==> src/rtl/status_guard_pkg.sv <==
package status_guard_pkg;

    localparam int STAT_W = 8;

    // Nonvolatile protection state.
    typedef struct packed {
        logic       lock;   // honour wp_n when set
        logic [1:0] level;  // top-down protected fraction
    } nv_bits_t;

    // Encodings of the protection level field.
    typedef enum logic [1:0] {
        LVL_NONE    = 2'b00,
        LVL_QUARTER = 2'b01,
        LVL_HALF    = 2'b10,
        LVL_ALL     = 2'b11
    } prot_level_e;

    // Bit positions in the status byte that the read path decodes.
    localparam int SB_LOCK = 7;
    localparam int SB_LVH  = 3;
    localparam int SB_LVL  = 2;
    localparam int SB_WEL  = 1;
    localparam int SB_BSY  = 0;

    // Protection decision from the level and the two top address bits.
    function automatic logic prot_hit(input logic [1:0] lvl, input logic [1:0] top2);
        logic hit;
        case (prot_level_e'(lvl))
            LVL_NONE:    hit = 1'b0;
            LVL_QUARTER: hit = (top2 == 2'b11);
            LVL_HALF:    hit = top2[1];
            default:     hit = 1'b1;
        endcase
        return hit;
    endfunction

    function automatic logic [STAT_W-1:0] pack_status(input nv_bits_t nv,
                                                      input logic wel,
                                                      input logic bsy);
        logic [STAT_W-1:0] s;
        if (bsy) begin
            s = '1;
        end else begin
            s = '0;
            s[SB_LOCK] = nv.lock;
            s[SB_LVH]  = nv.level[1];
            s[SB_LVL]  = nv.level[0];
            s[SB_WEL]  = wel;
        end
        return s;
    endfunction

    function automatic nv_bits_t unpack_nv(input logic [STAT_W-1:0] b);
        nv_bits_t n;
        n.lock  = b[SB_LOCK];
        n.level = {b[SB_LVH], b[SB_LVL]};
        return n;
    endfunction

endpackage

==> src/rtl/sg_edges.sv <==
module sg_edges #(
    parameter int           N    = 3,
    parameter logic [N-1:0] IDLE = '0
) (
    input  logic         clk,
    input  logic         rst,
    input  logic [N-1:0] sig,
    output logic [N-1:0] rise,
    output logic [N-1:0] fall
);
    logic [N-1:0] prev_q;

    for (genvar i = 0; i < N; i++) begin : g_bit
        always_ff @(posedge clk) begin
            if (rst) prev_q[i] <= IDLE[i];
            else     prev_q[i] <= sig[i];
        end
        assign rise[i] = ~prev_q[i] &  sig[i];
        assign fall[i] =  prev_q[i] & ~sig[i];
    end
endmodule

==> src/rtl/sg_wel.sv <==
module sg_wel (
    input  logic clk,
    input  logic rst,
    input  logic busy,
    input  logic cyc_done,
    input  logic set_req,
    input  logic clr_req,
    output logic wel
);
    logic wel_q;

    always_ff @(posedge clk) begin
        if (rst) begin
            wel_q <= 1'b0;
        end else if (!busy && clr_req) begin
            wel_q <= 1'b0;
        end else if (!busy && set_req) begin
            wel_q <= 1'b1;
        end else if (cyc_done) begin
            wel_q <= 1'b0;
        end
    end

    assign wel = wel_q;
endmodule

==> src/rtl/sg_sr_ctrl.sv <==
module sg_sr_ctrl
    import status_guard_pkg::*;
#(
    parameter logic       INIT_LOCK  = 1'b0,
    parameter logic [1:0] INIT_LEVEL = 2'b00
) (
    input  logic              clk,
    input  logic              rst,
    input  logic              load,
    input  logic [STAT_W-1:0] data,
    input  logic              allow,
    input  logic              sel_open,
    input  logic              sel_close,
    input  logic              wp_drop,
    input  logic              cyc_done,
    output nv_bits_t          nv,
    output logic              inflight,
    output logic              start
);
    localparam nv_bits_t NV_INIT = '{lock: INIT_LOCK, level: INIT_LEVEL};

    nv_bits_t nv_q = NV_INIT;  // no interface reset: models nonvolatile cells
    nv_bits_t stage_q;
    logic     pend_q;
    logic     infl_q;
    logic     start_q;
    logic     commit;
    logic     cancel;
    logic     apply;

    assign cancel = pend_q && wp_drop && nv_q.lock;
    assign commit = pend_q && sel_close && !cancel;
    assign apply  = cyc_done && infl_q;

    always_ff @(posedge clk) begin
        if (rst) begin
            pend_q  <= 1'b0;
            infl_q  <= 1'b0;
            start_q <= 1'b0;
        end else begin
            start_q <= commit;
            if (load && allow)            pend_q <= 1'b1;
            else if (cancel || commit)    pend_q <= 1'b0;
            else if (sel_open)            pend_q <= 1'b0;
            if (commit)                   infl_q <= 1'b1;
            else if (apply)               infl_q <= 1'b0;
        end
    end

    always_ff @(posedge clk) begin
        if (!rst && load && allow) stage_q <= unpack_nv(data);
    end

    always_ff @(posedge clk) begin
        if (!rst && apply) nv_q <= stage_q;
    end

    assign nv       = nv_q;
    assign inflight = infl_q;
    assign start    = start_q;
endmodule

==> src/rtl/sg_addr_guard.sv <==
module sg_addr_guard
    import status_guard_pkg::*;
#(
    parameter int AW = 15,
    parameter int NQ = 2
) (
    input  logic [NQ*AW-1:0] addr,
    input  logic [1:0]       level,
    input  logic             enable,
    output logic [NQ-1:0]    ok
);
    localparam int TOP = AW - 1;

    for (genvar i = 0; i < NQ; i++) begin : g_port
        logic [AW-1:0] a;
        assign a     = addr[i*AW +: AW];
        assign ok[i] = enable && !prot_hit(level, a[TOP -: 2]);
    end
endmodule

==> src/rtl/status_guard.sv <==
module status_guard
    import status_guard_pkg::*;
#(
    parameter int         AW         = 15,
    parameter int         NQ         = 2,
    parameter logic       INIT_LOCK  = 1'b0,
    parameter logic [1:0] INIT_LEVEL = 2'b00
) (
    input  logic              clk,
    input  logic              rst,
    input  logic              cs_n,
    input  logic              wp_n,
    input  logic              busy,
    input  logic              cmd_wel_set,
    input  logic              cmd_wel_clr,
    input  logic              sr_load,
    input  logic [7:0]        sr_data,
    input  logic [NQ*AW-1:0]  q_addr,
    output logic [NQ-1:0]     q_ok,
    output logic              sr_wr_ok,
    output logic              sr_start,
    output logic [7:0]        stat_byte
);
    localparam int E_CS = 0;
    localparam int E_WP = 1;
    localparam int E_BY = 2;
    localparam int NE   = 3;
    localparam logic [NE-1:0] E_IDLE = 3'b011;

    logic [NE-1:0] e_rise;
    logic [NE-1:0] e_fall;
    logic          cyc_done;
    logic          wel;
    logic          inflight;
    logic          hw_lock;
    nv_bits_t      nv;

    sg_edges #(.N(NE), .IDLE(E_IDLE)) u_edges (
        .clk  (clk),
        .rst  (rst),
        .sig  ({busy, wp_n, cs_n}),
        .rise (e_rise),
        .fall (e_fall)
    );

    assign cyc_done = e_fall[E_BY];

    sg_wel u_wel (
        .clk      (clk),
        .rst      (rst),
        .busy     (busy),
        .cyc_done (cyc_done),
        .set_req  (cmd_wel_set),
        .clr_req  (cmd_wel_clr),
        .wel      (wel)
    );

    assign hw_lock  = nv.lock && !wp_n;
    assign sr_wr_ok = wel && !busy && !inflight && !hw_lock;

    sg_sr_ctrl #(.INIT_LOCK(INIT_LOCK), .INIT_LEVEL(INIT_LEVEL)) u_sr (
        .clk       (clk),
        .rst       (rst),
        .load      (sr_load),
        .data      (sr_data),
        .allow     (sr_wr_ok),
        .sel_open  (e_fall[E_CS]),
        .sel_close (e_rise[E_CS]),
        .wp_drop   (e_fall[E_WP]),
        .cyc_done  (cyc_done),
        .nv        (nv),
        .inflight  (inflight),
        .start     (sr_start)
    );

    sg_addr_guard #(.AW(AW), .NQ(NQ)) u_guard (
        .addr   (q_addr),
        .level  (nv.level),
        .enable (wel && !busy),
        .ok     (q_ok)
    );

    assign stat_byte = pack_status(nv, wel, busy);
endmodule

==> config.mk <==
export PLATFORM = sky130hd
export DESIGN_NAME = status_guard
export DESIGN_NICKNAME = d
export VERILOG_FILES = /design/src/rtl/status_guard_pkg.sv /design/src/rtl/sg_edges.sv /design/src/rtl/sg_wel.sv /design/src/rtl/sg_sr_ctrl.sv /design/src/rtl/sg_addr_guard.sv /design/src/rtl/status_guard.sv
export SDC_FILE = /design/constraint.sdc
export NUM_CORES = 1
export LEC_CHECK = 0
export BUFFER_PORTS_ARGS = -buffer_cell sky130_fd_sc_hd__clkbuf_2
export CORE_UTILIZATION = 36
export CTS_CLUSTER_DIAMETER = 150
export DETAILED_ROUTE_END_ITERATION = 16
export PLACE_DENSITY_LB_ADDON = 0.3
export SYNTH_ARGS = -nofsm -noshare
export SYNTH_HDL_FRONTEND = slang
export SYNTH_SLANG_ARGS = --single-unit
==> constraint.sdc <==
create_clock -name clk -period 3.2 [get_ports clk]
set_clock_uncertainty 0.05 [all_clocks]
set_input_delay 0.64 -clock clk [delete_from_list [all_inputs] [get_ports clk]]
set_output_delay 0.64 -clock clk [all_outputs]
set_load 0.02 [all_outputs]
# --- After elaboration in Yosys (flattened, before gate mapping) ---
# Index checks and enable logic that the tools add are counted.
# Widths: inputs -> output; s select.
word_totals:
  regBits: 13
  input_bits: 46
  out_inout_bits: 12
  word_cells: 64
op_classes:
  n_eq_ne: 4
  mux: 10
  bitwise: 8
  reduce_logical: 31
op_table:
  columns: ["cell", "count"]
  rows:
  - ["$logic_and 1x1->1", 17]
  - ["$logic_not 1->1", 8]
  - ["$mux 8", 1]
  - ["$mux 1", 7]
  - ["$eq 2x2->1 const B", 3]
  - ["$pmux 1 s3", 2]
  - ["$and 1x1->1", 4]
  - ["$not 1->1", 4]
  - ["$reduce_bool 2->1", 2]
  - ["$reduce_bool 3->1", 1]
  - ["$eq 2x1->1 const B", 1]
  - ["$logic_not 2->1", 1]
  - ["$reduce_or 2->1", 1]
  - ["$logic_or 1x1->1", 1]

# --- Depth between registers and ports, before layout ---
# Gate-level depths: netlist (run 1).
logic_depth:
  ltp_word: 9
  depth_mapped: 3

# --- Hierarchy ---
# A second synthesis (run 1) with hierarchy kept.
hier_totals:
  hier_cells: 52
  area_unflattened_um2: 588.1
modules_own_cells:
  columns: ["module", "instances", "cells_each", "area_per_inst_um2", "seq_area_each_um2"]
  rows:
  - ["sg_sr_ctrl", 1, 18, 302.8, 240.2]
  - ["sg_edges", 1, 12, 116.4, 60.1]
  - ["status_guard", 1, 11, 82.6, 0.0]
  - ["sg_wel", 1, 5, 53.8, 20.0]
  - ["sg_addr_guard", 1, 6, 32.5, 0.0]

# --- Least setup slack after synthesis (run 1) ---
# Ideal clock, no wire load.
synth_path:
  path_kind: "input to output"
  startpoint: "input busy"
  endpoint: "output q_ok[0]"
  arrival_ns: 1.272
  required_ns: 2.510
  slack_ns: 1.238
  path_stages: 3
  n_path_buf: 0
  path_cell_list: "nand2b_4 -> a21o_1 -> a21oi_1"
synth_via:
  elab_chain_len: 3
synth_lines:
  columns: ["element", "line_no", "text"]
  rows:
  - ["start, declared", "status_guard.sv:13", "input logic busy,"]
  - ["$logic_not 1->1", "status_guard.sv:79", ".enable (wel && !busy),"]
  - ["$logic_and 1x1->1", "status_guard.sv:79", null]
  - ["$logic_and 1x1->1", "sg_addr_guard.sv:17", "assign ok[i] = enable && !prot_hit(level, a[TOP -: 2]);"]
  - ["end, declared", "status_guard.sv:19", "output logic [NQ-1:0] q_ok,"]
# No other way between the ends.

# --- Worst setup path after layout (run 1) ---
layout_path:
  startpoint: "input busy"
  endpoint: "output q_ok[1]"
# Same word-level chain as after synthesis.

==> results of run 1 <==
==> state kept, by name (all words and copies together) (netlist names) <==
signal	flops
u_sr.inflight	1
u_wel.wel	1
u_sr.nv	3
u_sr.start	1
u_sr.stage_q	3
u_sr.pend_q	1
u_edges.prev_q	3
==> through the flow <==
step	hold WS, ns	setup WS [ns]	instances
5_1_grt	0.385	0.991	90
3_5_place_dp	0.356	1.06	86
2_1_floorplan	0.350	1.24	48
4_1_cts	0.373	1.06	90
3_3_place_gp	0.358	1.07	86
6_report	0.371	1.07	90
==> logic make-up after synthesis <==
kind of cell / Yosys count
AOI/OAI and AO/OA: 10
xor gates and xnor gates: 1
buffers and inverters: 6
DFF: 13
and+or+nand+nor: 18
==> how the worst max path moves through the flow <==
| stage | start | endpoint | depth (start not counted) |
|---|---|---|---|
| 2_1_floorplan | busy | q_ok[0] | 3 |
| 3_3_place_gp | busy | q_ok[0] | 5 |
| 3_5_place_dp | busy | q_ok[0] | 5 |
| 4_1_cts | busy | q_ok[0] | 5 |
| 5_1_grt | busy | q_ok[1] | 5 |
| 6_report | busy | q_ok[1] | 5 |
==> worst max-delay path, stage by stage <==
cell and delay, ns:
clkbuf_2 0.16, nand2b_4 0.18, a21o_1 0.17, a21oi_1 0.11, clkbuf_2 0.18
==> area by class of cell <==
cell class | instances | area (um^2)
fill | 142 | 769
sequential | 13 | 320
timing repair buffer | 26 | 130
tap | 16 | 20.0
inverter | 2 | 7.51
multi-input combinational | 29 | 215
clock buffer | 4 | 26.3
==> power groups by stage <==
stage	Combinational, mW	Sequential, mW	Clock (mW)
floorplan	0.0199	0.181	0
global placement	0.0325	0.181	0
detailed placement	0.0332	0.181	0
CTS	0.0333	0.178	0.103
global route	0.0366	0.178	0.114
finish	0.0329	0.178	0.0981
==> cell usage after synthesis, drive strengths merged (2+ instances only) <==
library cell | count | area share
nor3 | 2 | 0.017
nand2b | 3 | 0.046
edfxtp | 6 | 0.31
a21oi | 3 | 0.026
buf | 4 | 0.052
dfxtp | 7 | 0.24
inv | 2 | 0.013
nor2b | 4 | 0.057
or2 | 6 | 0.066
a21o | 3 | 0.039
==> placed cells by master, fill, tap and decap left out <==
cell	netlist	routed
a211o_1	1	1
a21o_1	3	3
a21oi_1	3	3
clkbuf_1	0	1
clkbuf_2	0	26
clkbuf_4	0	3
dfxtp_1	7	7
edfxtp_1	6	6
inv_1	2	2
nand2b_1	2	2
nand2b_4	1	1
nor2_1	1	1
nor2b_1	3	3
nor2b_4	1	1
nor3_1	2	2
nor4_2	1	1
o21ai_0	1	1
o21bai_1	1	1
o32ai_2	1	1
or2_1	6	6
or3b_1	1	1
xor2_1	1	1
==> metal layers <==
layer / track usage / share of wire / vias to the layer above / wire length (um)
li1: - / - / 216 / -
met1: 0.155 / 0.45 / 185 / 403
met2: 0.194 / 0.43 / 27 / 380
met3: 0.0348 / 0.095 / 4 / 85
met4: 0.0968 / 0.026 / 0 / 23
met5: 0 / 0 / - / 0
==> results.sh, run 1 <==
export IMPL_setup_viol=0
export IMPL_p_clk_frac=0.318
export IMPL_antenna_found_initial=0
export IMPL_cts_buffer_depth=2
export IMPL_viasPerCell=4.80
export IMPL_row_count=14
export IMPL_r2r_end="u_sr.stage_q[1]$_DFFE_PP_"
export IMPL_syn_avg_cell_area_um2=11.9
export IMPL_grtUsageTotal=0.129
export IMPL_yosysSeqAreaShare=0.559
export IMPL_final_antenna_net_count=0
export IMPL_regToRegStartpoint="u_sr.nv[2]$_DFFE_PP_"
export IMPL_post_cts_setup_buffers=0
export IMPL_grt_first_pass_wirelength_mm=1.66
export IMPL_clk_pin_slew_ns=0.07
export IMPL_grt_pass1_vias=393
export IMPL_synth_top_family_by_area="simple AND/OR/NAND/NOR gates"
export IMPL_min_path_type="reg2reg"
export IMPL_overflow=0
export IMPL_total_power_mw=0.309
export IMPL_synth_seq_cells=13
export IMPL_nets=121
export IMPL_dr_pass1_iters=4
export IMPL_cts_resized=0
export IMPL_synth_edf_count=6
export IMPL_cp_start_kind="primary input"
export IMPL_stdcell_area_um2=719
export IMPL_comb_power_share=0.107
export IMPL_clock_sinks=13
export IMPL_hp_start="u_sr.stage_q[1]$_DFFE_PP_"
export IMPL_fp_dieH_um=41.9
export IMPL_p_seq_frac=0.575
export IMPL_die_w_um=41.9
export IMPL_p_sw_mw=0.0694
export IMPL_cts_buffers=3
export IMPL_area_delta_synth_final_pct=25.5
export IMPL_syn_nets=94
export IMPL_drv_cap=0
export IMPL_arrival_ns=1.44
export IMPL_synth_compound_area_share=0.131
export IMPL_muxShareOfSynthArea=0
export IMPL_postSynthCellCount=48
export IMPL_cellPowerDensity_nw_per_um2=429
export IMPL_cts_tree="done"
export IMPL_finalCriticalPeriod_ns=2.13
export IMPL_worst_pin_slew_ns=0.451
export IMPL_rrSetupSlack_ns=1.82
export IMPL_dpl_hpwl_um=707
export IMPL_max_clock_freq_mhz=469
export IMPL_hold_depth=0
export IMPL_ys_warn_count=0
export IMPL_worstPathRequired_ns=2.51
export IMPL_io_buffers=26
export IMPL_syn_area_um2=573
export IMPL_root_buffer="clkbuf_4"
export IMPL_criticalPathCategory="in2out"
export IMPL_insertion_delay_ns=0.27
export IMPL_worstRegToRegCells=2
export IMPL_synth_cell_types=20
export IMPL_pin_count=58
export IMPL_coreArea_um2=1490
export IMPL_synth_simple_area_share=0.229
export IMPL_status="complete, no violations"
export IMPL_p_leak_nw=0.315
export IMPL_ir_worst_vdd_uv=197
export IMPL_ctsHoldBuffers=0
export IMPL_async_flop_share=0
export IMPL_final_max_slew_viol_count=0
export IMPL_ctsHtreeMaxLevel=1
export IMPL_relSlewSlack=0.697
export IMPL_die_area_um2=1760
export IMPL_synth_xor_xnor_area_share=0.0153
export IMPL_drive_gt1_frac=0.446
export IMPL_antenna_cells=0
export IMPL_placed_cell_area_um2=693
export IMPL_grt_setup_unrepaired="no"
export IMPL_hold_violations=0
export IMPL_final_util=0.483
export IMPL_drc_errors=0
export IMPL_worst_path_max_fanout=13
export IMPL_worst_setup_path_end_kind="primary output"
export IMPL_p_sw_frac=0.225
export IMPL_grt_max_degree=14
export IMPL_fin_setup_tns_ns=0
export IMPL_finalWeightedCongestion=0.664
export IMPL_drtIter0Drc=4
export IMPL_intPower_mw=0.239
export IMPL_yosys_area_share_adder=0
export IMPL_initial_core_util=0.385
export IMPL_hold_path_end="u_sr.nv[1]$_DFFE_PP_"
export IMPL_post_drt_wl_per_cell_um=9.91
export IMPL_period_share=0.667
export IMPL_vias=432
export IMPL_synthFlopType="dfxtp_1"
export IMPL_wl_um=892
Note: power is estimated with default switching activity, not from simulation.
==> run 2, diff against run 1 <==
--- a/config.mk
+++ b/config.mk
@@ -5,8 +5,9 @@
 export SDC_FILE = /design/constraint.sdc
 export NUM_CORES = 1
 export LEC_CHECK = 0
+export ABC_AREA = 1
 export BUFFER_PORTS_ARGS = -buffer_cell sky130_fd_sc_hd__clkbuf_2
-export CORE_UTILIZATION = 36
+export CORE_UTILIZATION = 31
 export CTS_CLUSTER_DIAMETER = 150
 export DETAILED_ROUTE_END_ITERATION = 16
 export PLACE_DENSITY_LB_ADDON = 0.3
==> constraint.sdc (replaced) <==
create_clock -name clk -period 1.85 [get_ports clk]
set_clock_uncertainty 0.05 [all_clocks]
set_input_delay 0.37 -clock clk [delete_from_list [all_inputs] [get_ports clk]]
set_output_delay 0.37 -clock clk [all_outputs]
set_load 0.02 [all_outputs]
==> results.sh, run 2 <==
export IMPL_status="complete, no violations"
export IMPL_insertion_delay_ns=0.28
export IMPL_yosysSeqAreaShare=0.529
export IMPL_die_w_um=46.2
export IMPL_p_sw_mw=0.125
export IMPL_p_leak_nw=0.383
export IMPL_wl_um=975
export IMPL_yosysTopAreaCell="edfxtp_1"
export IMPL_antenna_cells=0
export IMPL_finalWeightedCongestion=0.725
export IMPL_comb_power_share=0.113
export IMPL_fin_setup_tns_ns=0
export IMPL_ys_warn_count=0
export IMPL_drc_errors=0
export IMPL_pin_count=58
export IMPL_syn_avg_cell_area_um2=8.41
export IMPL_dpl_hpwl_um=817
export IMPL_p_clk_frac=0.316
export IMPL_finalCriticalPeriod_ns=1.64
export IMPL_multi_input_area_um2=211
export IMPL_ctsHoldBuffers=0
export IMPL_max_clock_freq_mhz=612
export IMPL_hold_violations=0
export IMPL_drv_cap=0
export IMPL_grt_first_pass_wirelength_mm=1.50
export IMPL_drtIter0Drc=6
export IMPL_synthFlopType="dfxtp_1"
export IMPL_p_sw_frac=0.231
export IMPL_final_util=0.428
export IMPL_area_delta_synth_final_pct=26.0
export IMPL_final_cell_mix="clkbuf_2 (26), nand2_1 (17), nand3_1 (9)"
export IMPL_drive_gt1_frac=0.388
export IMPL_grt_setup_unrepaired="no"
export IMPL_nets=145
export IMPL_fp_dieH_um=46.2
export IMPL_synth_cell_types=16
export IMPL_worst_path_max_fanout=4
export IMPL_crit_chain="nor2_1 -> nand3_1 -> nand2_1 -> nor2_2 -> clkbuf_2"
export IMPL_hold_path_end="u_sr.stage_q[2]$_DFFE_PP_"
export IMPL_clock_sinks=13
export IMPL_grtUsageTotal=0.104
export IMPL_viasPerCell=4.22
export IMPL_setup_viol=0
export IMPL_worst_setup_path_end_kind="primary output"
export IMPL_post_cts_setup_buffers=0
export IMPL_coreArea_um2=1780
export IMPL_relSlewSlack=0.835
export IMPL_synthTopCellsByCount="nand2_1 (17), nand3_1 (9), nor2_1 (8)"
export IMPL_root_buffer="clkbuf_4"
export IMPL_die_area_um2=2130
export IMPL_rrSetupSlack_ns=0.75
export IMPL_synth_edf_count=6
export IMPL_grt_max_degree=9
export IMPL_synth_top_area_frac=0.298
export IMPL_fillers=180
export IMPL_cp_slowest_stage_delay_ns=0.43
export IMPL_postSynthCellCount=72
export IMPL_vias=519
export IMPL_intPower_mw=0.414
export IMPL_cts_tree="done"
export IMPL_p_seq_frac=0.571
export IMPL_worstRegToRegCells=5
export IMPL_period_share=0.884
export IMPL_hold_depth=1
export IMPL_syn_nets=118
export IMPL_syn_area_um2=606
export IMPL_cp_start_kind="flip-flop"
export IMPL_synth_seq_cells=13
export IMPL_hp_start="sr_data[7]"
export IMPL_criticalPathCategory="reg2out"
export IMPL_arrival_ns=1.22
export IMPL_async_flop_share=0
export IMPL_worstPathRequired_ns=1.43
export IMPL_initial_core_util=0.340
export IMPL_ir_worst_vdd_uv=292
export IMPL_r2r_end="u_sr.stage_q[1]$_DFFE_PP_"
export IMPL_antenna_found_initial=0
export IMPL_grt_pass1_vias=398
export IMPL_yosysMostFrequentCell="nand2_1"
export IMPL_synth_area_leaders="edfxtp_1 (30%), dfxtp_1 (23%), nand2_1 (11%)"
export IMPL_cts_buffers=3
export IMPL_io_buffers=26
export IMPL_dr_pass1_iters=2
export IMPL_clk_pin_slew_ns=0.07
export IMPL_row_count=15
export IMPL_ctsHtreeMaxLevel=1
export IMPL_final_antenna_net_count=0
export IMPL_final_common_cell="clkbuf_2"
export IMPL_post_drt_wl_per_cell_um=7.93
export IMPL_cts_buffer_depth=2
export IMPL_cts_resized=0
export IMPL_overflow=0
export IMPL_min_path_type="in2reg"
export IMPL_cp_slowest_cell="edfxtp_1"
export IMPL_final_max_slew_viol_count=0
export IMPL_cellPowerDensity_nw_per_um2=705
export IMPL_worst_pin_slew_ns=0.246
export IMPL_seq_area_um2=320
export IMPL_regToRegStartpoint="u_sr.nv[2]$_DFFE_PP_"
==> run 2: cell count changes after synthesis, sizes merged, moves of 4 or more <==
cell	change
nand2	+18
nor2	+10
inv	+8
nor2b	-4
nand3	+9
==> run 2: power groups by stage <==
stage	Clock, mW	Combinational, mW	Sequential, mW
after detailed placement	0	0.0614	0.314
after CTS	0.177	0.0618	0.307
after global placement	0	0.0605	0.314
after global routing	0.191	0.0683	0.308
after floorplan	0	0.0382	0.313
final	0.170	0.0608	0.307
==> run 2: worst max-delay path by stage <==
stage | startpoint | end | slack (ns)
6_report | u_sr.nv[1]$_DFFE_PP_ | q_ok[1] | 0.21
5_1_grt | u_sr.nv[1]$_DFFE_PP_ | q_ok[1] | 0.13
4_1_cts | u_sr.nv[1]$_DFFE_PP_ | q_ok[0] | 0.22
3_5_place_dp | busy | q_ok[1] | 0.31
3_3_place_gp | busy | q_ok[0] | 0.32
2_1_floorplan | busy | sr_wr_ok | 0.45
==> run 2: area by class of cell <==
class / count / area share
clock buffers: 4 / 0.0344
inverters: 11 / 0.0574
multi-input cells: 44 / 0.277
flip-flops and latches: 13 / 0.420
well taps: 25 / 0.0410
repair buffers: 26 / 0.170
==> run 2: metal layers <==
metal | wire, um | vias up | part of all wire | track usage
met5 | 0 | - | 0 | 0
met4 | 27 | 0 | 0.028 | 0.0882
met3 | 71 | 3 | 0.073 | 0.0235
met2 | 403 | 25 | 0.41 | 0.166
met1 | 472 | 215 | 0.48 | 0.117
li1 | - | 276 | - | -
==> run 2: through the flow <==
| stage | cells | power [mW] | setup WS [ns] | hold WS (ns) | instance area (um^2) |
|---|---|---|---|---|---|
| floorplan | 72 | 0.351 | 0.447 | 0.350 | 606 |
| CTS | 123 | 0.546 | 0.221 | 0.214 | 763 |
| global route | 123 | 0.567 | 0.134 | 0.208 | 763 |
| global placement | 119 | 0.374 | 0.324 | 0.355 | 737 |
| finish | 123 | 0.538 | 0.215 | 0.216 | 763 |
| detailed placement | 119 | 0.375 | 0.314 | 0.356 | 737 |
==> run 2: critical path, delay by kind of cell (launching register included) <==
family                 cells  cell delay, ns
DFF                        1            0.43
and+or+nand+nor            4            0.37
buffers and inverters      1            0.14
==> run 2: kinds of logic (layout without fill, tap and decap cells) <==
group	Yosys count	after routing	share of synthesized area
and+or+nand+nor	42	42	0.310
DFF	13	13	0.529
AOI/OAI and AO/OA	2	2	0.0393
buffers and inverters	15	41	0.122
